--- src/rtl/elk_pkg.sv ---
package elk_pkg;

   // rate code per group; the values are part of the block's interface
   typedef enum logic [1:0] {
      RATE_80  = 2'b00,
      RATE_160 = 2'b01,
      RATE_320 = 2'b10,
      RATE_OFF = 2'b11
   } lane_rate_e;

   localparam int LANES_PER_GROUP = 4;

endpackage

--- src/rtl/elk_slot_timer.sv ---
module elk_slot_timer #(
   parameter int SLOTS = 8
) (
   input  logic                       clk,
   input  logic                       rst_n,
   output logic [$clog2(SLOTS)-1:0]   slot,
   output logic                       load
);
   localparam int SW = $clog2(SLOTS);
   localparam logic [SW-1:0] LAST = SW'(SLOTS - 1);

   always_ff @(posedge clk or negedge rst_n) begin
      if (!rst_n)
         slot <= '0;
      else if (slot == LAST)
         slot <= '0;
      else
         slot <= slot + 1'b1;
   end

   // last bit slot of the frame: new frame words are taken on the edge that ends it
   assign load = (slot == LAST);

endmodule

--- src/rtl/elk_lane_group.sv ---
module elk_lane_group
   import elk_pkg::*;
#(
   parameter int GROUP_BITS = 8,
   parameter int SW         = 3
) (
   input  logic                        clk,
   input  logic                        rst_n,
   input  logic                        load,
   input  logic [SW-1:0]               slot,
   input  logic [GROUP_BITS-1:0]       word_in,
   input  logic [1:0]                  rate_in,
   input  logic                        mirror_in,
   input  logic [LANES_PER_GROUP-1:0]  inv_in,
   output logic [LANES_PER_GROUP-1:0]  lanes
);
   localparam int TOP  = GROUP_BITS - 1;
   localparam int HALF = GROUP_BITS / 2 - 1;

   logic [GROUP_BITS-1:0]      word_q;
   lane_rate_e                 rate_q;
   logic                       mirror_q;
   logic [LANES_PER_GROUP-1:0] inv_q;
   logic [LANES_PER_GROUP-1:0] raw;

   // frame-synchronous capture of payload and settings
   always_ff @(posedge clk or negedge rst_n) begin
      if (!rst_n) begin
         word_q   <= '0;
         rate_q   <= RATE_80;
         mirror_q <= 1'b0;
         inv_q    <= '0;
      end else if (load) begin
         word_q   <= word_in;
         rate_q   <= lane_rate_e'(rate_in);
         mirror_q <= mirror_in;
         inv_q    <= inv_in;
      end
   end

   // bit pickers for each rate, MSB first
   logic [SW-1:0] idx_320;
   logic [SW-1:0] idx_160_hi;
   logic [SW-1:0] idx_160_lo;
   logic [SW-1:0] idx_80 [LANES_PER_GROUP];

   assign idx_320    = SW'(TOP) - slot;
   assign idx_160_hi = SW'(TOP) - {1'b0, slot[SW-1:1]};
   assign idx_160_lo = SW'(HALF) - {1'b0, slot[SW-1:1]};

   for (genvar k = 0; k < LANES_PER_GROUP; k++) begin : g_pick80
      assign idx_80[k] = SW'(TOP - 2 * k) - SW'(slot[SW-1]);
   end

   always_comb begin
      raw = '0;
      unique case (rate_q)
         RATE_80: begin
            for (int k = 0; k < LANES_PER_GROUP; k++)
               raw[k] = word_q[idx_80[k]];
         end
         RATE_160: begin
            raw[0] = word_q[idx_160_hi];
            raw[2] = word_q[idx_160_lo];
            if (mirror_q) begin
               raw[1] = raw[0];
               raw[3] = raw[2];
            end
         end
         RATE_320: begin
            raw[0] = word_q[idx_320];
            if (mirror_q)
               raw[3:1] = {3{raw[0]}};
         end
         default: raw = '0;
      endcase
   end

   always_ff @(posedge clk or negedge rst_n) begin
      if (!rst_n)
         lanes <= '0;
      else
         lanes <= raw ^ inv_q;
   end

endmodule

--- src/rtl/elk_ec_lane.sv ---
module elk_ec_lane #(
   parameter int EC_BITS = 2,
   parameter int ECW     = 1
) (
   input  logic               clk,
   input  logic               rst_n,
   input  logic               load,
   input  logic [ECW-1:0]     slot_hi,
   input  logic [EC_BITS-1:0] bits_in,
   input  logic               inv_in,
   output logic               lane
);
   logic [EC_BITS-1:0] bits_q;
   logic               inv_q;
   logic [ECW-1:0]     idx;

   always_ff @(posedge clk or negedge rst_n) begin
      if (!rst_n) begin
         bits_q <= '0;
         inv_q  <= 1'b0;
      end else if (load) begin
         bits_q <= bits_in;
         inv_q  <= inv_in;
      end
   end

   // the upper slot bits step once per control-lane bit period
   assign idx = ECW'(EC_BITS - 1) - slot_hi;

   always_ff @(posedge clk or negedge rst_n) begin
      if (!rst_n)
         lane <= 1'b0;
      else
         lane <= bits_q[idx] ^ inv_q;
   end

endmodule

--- src/rtl/elk_down_serializer.sv ---
module elk_down_serializer
   import elk_pkg::*;
#(
   parameter int N_GROUPS   = 4,
   parameter int GROUP_BITS = 8,
   parameter int EC_BITS    = 2
) (
   input  logic                                   clk,
   input  logic                                   rst_n,
   input  logic [N_GROUPS*GROUP_BITS-1:0]         frame_data,
   input  logic [EC_BITS-1:0]                     ec_data,
   input  logic [2*N_GROUPS-1:0]                  group_rate,
   input  logic [N_GROUPS-1:0]                    group_mirror,
   input  logic [N_GROUPS*LANES_PER_GROUP-1:0]    lane_invert,
   input  logic                                   ec_invert,
   output logic                                   frame_take,
   output logic [N_GROUPS*LANES_PER_GROUP-1:0]    elink_out,
   output logic                                   ec_out
);
   localparam int SW  = $clog2(GROUP_BITS);
   localparam int ECW = (EC_BITS > 1) ? $clog2(EC_BITS) : 1;

   // elaboration-time parameter checks
   if (GROUP_BITS != 8) begin : g_bad_group_bits
      $error("GROUP_BITS must be 8: four lanes over three rates need 8 slots");
   end
   if (N_GROUPS < 1) begin : g_bad_groups
      $error("N_GROUPS must be at least 1");
   end
   if (EC_BITS < 2 || EC_BITS > GROUP_BITS || (EC_BITS & (EC_BITS - 1)) != 0) begin : g_bad_ec
      $error("EC_BITS must be a power of two between 2 and GROUP_BITS");
   end

   logic [SW-1:0] slot;
   logic          load;

   elk_slot_timer #(.SLOTS(GROUP_BITS)) u_timer (
      .clk   (clk),
      .rst_n (rst_n),
      .slot  (slot),
      .load  (load)
   );

   assign frame_take = load;

   for (genvar g = 0; g < N_GROUPS; g++) begin : g_group
      elk_lane_group #(.GROUP_BITS(GROUP_BITS), .SW(SW)) u_group (
         .clk       (clk),
         .rst_n     (rst_n),
         .load      (load),
         .slot      (slot),
         .word_in   (frame_data[g*GROUP_BITS +: GROUP_BITS]),
         .rate_in   (group_rate[2*g +: 2]),
         .mirror_in (group_mirror[g]),
         .inv_in    (lane_invert[g*LANES_PER_GROUP +: LANES_PER_GROUP]),
         .lanes     (elink_out[g*LANES_PER_GROUP +: LANES_PER_GROUP])
      );
   end

   elk_ec_lane #(.EC_BITS(EC_BITS), .ECW(ECW)) u_ec (
      .clk     (clk),
      .rst_n   (rst_n),
      .load    (load),
      .slot_hi (slot[SW-1 -: ECW]),
      .bits_in (ec_data),
      .inv_in  (ec_invert),
      .lane    (ec_out)
   );

endmodule

--- config.mk ---
export PLATFORM = sky130hd
export DESIGN_NAME = elk_down_serializer
export DESIGN_NICKNAME = d
export VERILOG_FILES = /design/src/rtl/elk_pkg.sv /design/src/rtl/elk_slot_timer.sv /design/src/rtl/elk_lane_group.sv /design/src/rtl/elk_ec_lane.sv /design/src/rtl/elk_down_serializer.sv
export SDC_FILE = /design/constraint.sdc
export NUM_CORES = 1
export LEC_CHECK = 0
export BUFFER_PORTS_ARGS = -buffer_cell sky130_fd_sc_hd__buf_2
export CAP_MARGIN = 20
export CORE_MARGIN = 2
export CORE_UTILIZATION = 35
export DETAILED_ROUTE_END_ITERATION = 8
export GPL_TIMING_DRIVEN = 0
export MAX_ROUTING_LAYER = met4
export PLACE_DENSITY = 0.58
export SLEW_MARGIN = 40
export SYNTH_ARGS = -nofsm -noshare
export SYNTH_HDL_FRONTEND = slang
export SYNTH_SLANG_ARGS = --single-unit
--- constraint.sdc ---
create_clock -name clk -period 4.58 [get_ports clk]
set_input_delay 0.916 -clock clk [delete_from_list [all_inputs] [get_ports clk]]
set_output_delay 0.916 -clock clk [all_outputs]
set_load 0.05 [all_outputs]
# Word level (Yosys, flattened, before mapping)
# Cells that the tools add are included.
word_totals:
  mem_bits_ro: 0
  output_inout_bits: 18
  ramBits: 0
  memories: 0
  in_bits: 65
  latchBits: 0
  register_bits: 83
classes:
  mux: 75
  addsub: 9
  mul: 0
  shift: 0
  n_lt_le_gt_ge: 8
  div: 0
  bitwise_logic: 5
  n_reduce_logical: 4
  eq_ne: 9
ops:
  columns: ["cell", "count"]
  rows:
  - ["$bmux 1 s3", 28]
  - ["$pmux 4 s3", 4]
  - ["$mux 1", 38]
  - ["$lt 3x4->1 const B", 7]
  - ["$xor 4x4->4", 4]
  - ["$mux 3", 5]
  - ["$eq 2x1->1 const B", 4]
  - ["$eq 2x2->1 const B", 4]
  - ["$logic_not 2->1", 4]
  - ["$add 3x1->3 const B", 1]
  - ["$eq 3x3->1 const B", 1]
  - ["$sub 1x2->3 const A", 1]
  - ["$sub 2x1->3 const A", 1]
  - ["$sub 2x2->3 const A", 1]
  - ["$sub 3x1->3 const A", 1]
  - ["$sub 3x2->3 const A", 1]
  - ["$sub 3x3->3 const A", 1]
  - ["$lt 1x2->1 const B", 1]
  - ["$sub 1x1->2 const A", 1]
  - ["$sub 1x1->1 const A", 1]
  - ["$xor 1x1->1", 1]

# Longest topological paths before layout
logic_depth:
  word_depth: 6
  ltp_mapped: 8
  depth_no_buf: 5

# Cells and area by module
# A second synthesis with hierarchy kept.
unflattened:
  hier_cells: 311
  hier_area_um2: 4135.2
modules_own_cells:
  columns: ["mod", "area_each_um2", "n_inst", "cells_per_inst"]
  rows:
  - ["elk_lane_group", 969.7, 4, 74]
  - ["elk_ec_lane", 152.6, 1, 9]
  - ["elk_slot_timer", 103.8, 1, 6]

# Least setup slack after synthesis
# Ideal clock, no wire load.
synth_path:
  path_type: "reg-to-reg"
  start: "reg u_timer.slot[1]"
  end: "reg g_group[0].u_group.inv_q[0]"
  setup_time_ns: 0.125
  stages_incl_launch_ff: 6
  path_buffers: 2
  t_arrival_ns: 2.099
  slack_ns: 2.357
  period_less_slack_ns: 2.223
  cell_sequence: "dfrtp_1 -> ha_1 -> ha_1 -> clkbuf_1 -> clkbuf_1 -> mux2_2"
synth_via:
  elab_chain_cells: 1
synth_rtl:
  columns: ["item", "line", "text"]
  rows:
  - ["from (decl)", "elk_slot_timer.sv:6", "output logic [$clog2(SLOTS)-1:0] slot,"]
  - ["from (signal assigned)", "elk_slot_timer.sv:18", "slot <= slot + 1'b1;"]
  - ["$eq 3x3->1", "elk_slot_timer.sv:22", "assign load = (slot == LAST);"]
  - ["via frame_take", "elk_down_serializer.sv:16", "output logic frame_take,"]
  - ["to (signal assigned)", "elk_lane_group.sv:37", "inv_q <= inv_in;"]
  - ["to (decl)", "elk_lane_group.sv:23", "logic [LANES_PER_GROUP-1:0] inv_q;"]
# The timed path passes the listed nets, and every way through them passes these cells.
# A chain may end at the register's enable or synchronous reset.

# Final worst setup path
layout_path:
  start: "reg u_timer.slot[1]"
  end: "reg g_group[2].u_group.word_q[0]"
layout_via:
  elab_chain_cells: 1
layout_rtl:
  columns: ["item", "line", "text"]
  rows:
  - ["$eq 3x3->1", "elk_slot_timer.sv:22", null]
  - ["to (signal assigned)", "elk_lane_group.sv:34", "word_q <= word_in;"]
  - ["to (decl)", "elk_lane_group.sv:20", "logic [GROUP_BITS-1:0] word_q;"]
# Every way passes these cells.

==> results.toml <==
[clock_network]
postCtsHoldBufs = 0
cts_tree = "built"
cts_root_buf = "clkbuf_16"
clkSinkCount = 83
cts_buffer_depth = 2
cts_buffers = 9
postCtsSetupBuffers = 0
cts-resized-gates = 0
worstSkewPairLatency_ns = 0.35
cts-htree-levels = 3
path_clk_slew_ns = 0.06

[pwr]
vdd_drop_max_mv = 0.155
power.density_mw_per_mm2 = 346
p_leak_nw = 2.13

[synthesis]
ys_seq_area_share_pct = 50.7
synth_compound_area_share_pct = 5.90
synth_top_family_by_area = "multiplexers"
synthSimpleGateAreaFrac_pct = 4.74
ys_ff_latch = 83
muxShareOfSynthArea_pct = 30.9
synthAdderAreaFrac_pct = 0.611
synthCells = 290
yosys.cell_types.count = 36
avgSynthCellArea_um2 = 14.1
synth_area_mm2 = 0.00410
synth_xor_area_share_pct = 3.64
yosysWarnings = 0
syn_nets = 357

[sta]
slew_viol_final = 0
rsz0062_at_grt = "false"
skew_ns = 0.00620
finalSetupTns_ns = 0
hold_viol_final = 0
setup_viol_count_final = 0
whs_ns = 0.457
tightest_slew_ns = 0.800
timing.fmax_ghz = 0.408
timing.slew.headroom_pct = 46.7
fin_crit_ns = 2.45
period_share_pct = 53.6

[grt]
busiest_layer = "met2"
gr-usage-met2_pct = 24.9
grt_pass1_vias = 2816
grt_pass1_wl_mm = 15.2
grt_max_degree = 46
antenna_found_initial = 0
grtUsageMet3_pct = 3.89
grt_overflow = 0
met1_usage_pct = 21.1
grt_use_total_pct = 16.4

[cells_and_area]
antenna_cells = 0
mostFrequentLayoutCell = "dfrtp_1"
nets = 451
layout-drive-gt1-share_pct = 50.4
layout_common_cells = "83 x dfrtp_1, 82 x buf_2, 70 x mux2_2"
syn2layout_area_growth_pct = 22.1
fillers = 1134

[critical_path]
cp_slowest_cell = "clkbuf_1"
cp-start-kind = "register"
crit_required_ns = 4.81
cp.arrival_ns = 2.68
path_class = "register to register"
crit_chain = "ha_1, ha_1, clkbuf_1, clkbuf_1, mux2_2"
reg2reg_depth = 5
crit_fanout = 10
crit_path_end_kind = "register"
slowest_delay_ns = 0.59

[detailed_routing]
vias_per_cell = 5.06
dr.first_iter.drc_count = 91
drt-pass1-iter-count = 4
wl_mm = 9.30
antenna_left = 0
drc = 0
drt-wirelength-per-cell_um = 17.5
num_vias = 2691

[floorplan]
die_w_um = 112
row_count = 39
dieHeight_um = 112
start_util_pct = 35.9
die_area_mm2 = 0.0126
coreArea_mm2 = 0.0114
ios = 83

[worst_hold_path]
holdPathStages = 1
min_path_type = "register to register"

[run]
drv_cap = 0

[place]
place_hpwl_mm = 6.70
numPortBuffers = 82
gp_congestion = 0.763

[status]
outcome = "completed"
[flip-flops by register name (all words and copies together), names as in the netlist]
register,flops
g_group.u_group.rate_q,8
g_group.u_group.word_q,32
u_ec.inv_q,1
u_ec.lane,1
u_timer.slot,3
g_group.u_group.inv_q,16
u_ec.bits_q,2
g_group.u_group.mirror_q,4
g_group.u_group.lanes,16
[layer usage]
| layer | part of all wire [%] | wire, µm | vias to the layer above |
|---|---|---|---|
| li1 | - | - | 1254 |
| met1 | 46 | 4240 | 1358 |
| met2 | 48 | 4500 | 65 |
| met3 | 4.1 | 380 | 14 |
| met4 | 1.9 | 181 | 0 |
| met5 | 0 | 0 | - |
[final cells by class]
class / count / area (µm²) / share of cell area [%]
buffer: 17 / 129 / 2.58
clock buffer: 12 / 256 / 5.13
clock inverter: 4 / 25.0 / 0.501
inverter: 4 / 15.0 / 0.300
multi-input combinational: 186 / 1870 / 37.5
sequential: 83 / 2080 / 41.5
tap: 143 / 179 / 3.58
timing repair buffer: 83 / 444 / 8.88
[kinds of logic after synthesis]
logic type               after synthesis
AO/OA/AOI/OAI                         28
AND/OR/NAND/NOR                       35
adder cells (fa/ha/maj)                2
buffers and inverters                 21
flip-flops                            83
XOR/XNOR                              17
multiplexers                         104
[synth_stat cells (all sizes together)]
cell | instances | share of area (%)
dfrtp | 83 | 51
xor2 | 8 | 1.7
a31oi | 4 | 0.61
o21ai | 5 | 0.61
nand3 | 3 | 0.37
clkbuf | 9 | 1.4
inv | 4 | 0.37
a211oi | 5 | 1.2
o311ai | 4 | 0.86
nor2 | 6 | 0.55
a22oi | 2 | 0.37
nor3 | 3 | 0.92
xnor2 | 9 | 1.9
a221oi | 4 | 1.5
and2b | 2 | 0.43
mux2 | 70 | 19
a21oi | 2 | 0.43
ha | 2 | 0.61
nor2b | 3 | 0.46
mux2i | 24 | 5.9
mux4 | 10 | 5.8
buf | 8 | 1.7
o31ai | 1 | 0.18
nand2 | 12 | 1.1
a32oi | 1 | 0.21
and3 | 4 | 0.61
nand4 | 2 | 0.31
[critical path: cells and delay by family, from the launching register on]
| family | cells | cell delay, ns |
|---|---|---|
| buffers and inverters | 2 | 1.18 |
| muxes | 1 | 0.41 |
| adders and majority gates | 2 | 0.39 |
| DFF | 1 | 0.36 |
[path summary, 6_finish.rpt]
path	slack [ns]	start	endpoint
max	2.13	u_timer.slot[1]	g_group[2].u_group.word_q[0]
min	0.46	g_group[0].u_group.inv_q[0]	g_group[0].u_group.lanes[0]
max reg2reg	2.13	u_timer.slot[1]	g_group[2].u_group.word_q[0]
min reg2reg	0.46	g_group[0].u_group.inv_q[0]	g_group[0].u_group.lanes[0]
max in group asynchronous	3.57	rst_n	g_group[0].u_group.mirror_q
min in group asynchronous	0.47	rst_n	g_group[1].u_group.lanes[1]
[per-stage QoR]
step                setup slack [ns]  std cells  total power [mW]  area (µm²)  utilization, %
floorplan                       2.36        290             0.968        4100               -
global placement                1.93        515              1.05        4680            41.0
detailed placement              2.08        516              1.06        4720            41.3
CTS                             2.07        532              1.76        5000            43.8
global route                    1.95        532              1.82        5000            43.8
finish                          2.13        532              1.73        5000            43.8
[power by group]
part           internal [mW]  total (mW)  switching [mW]
sequential             0.781       0.812          0.0316
combinational         0.0898       0.226           0.136
clock                  0.395       0.691           0.296
total                   1.27        1.73           0.463
Power figures use the tool's default switching activity.
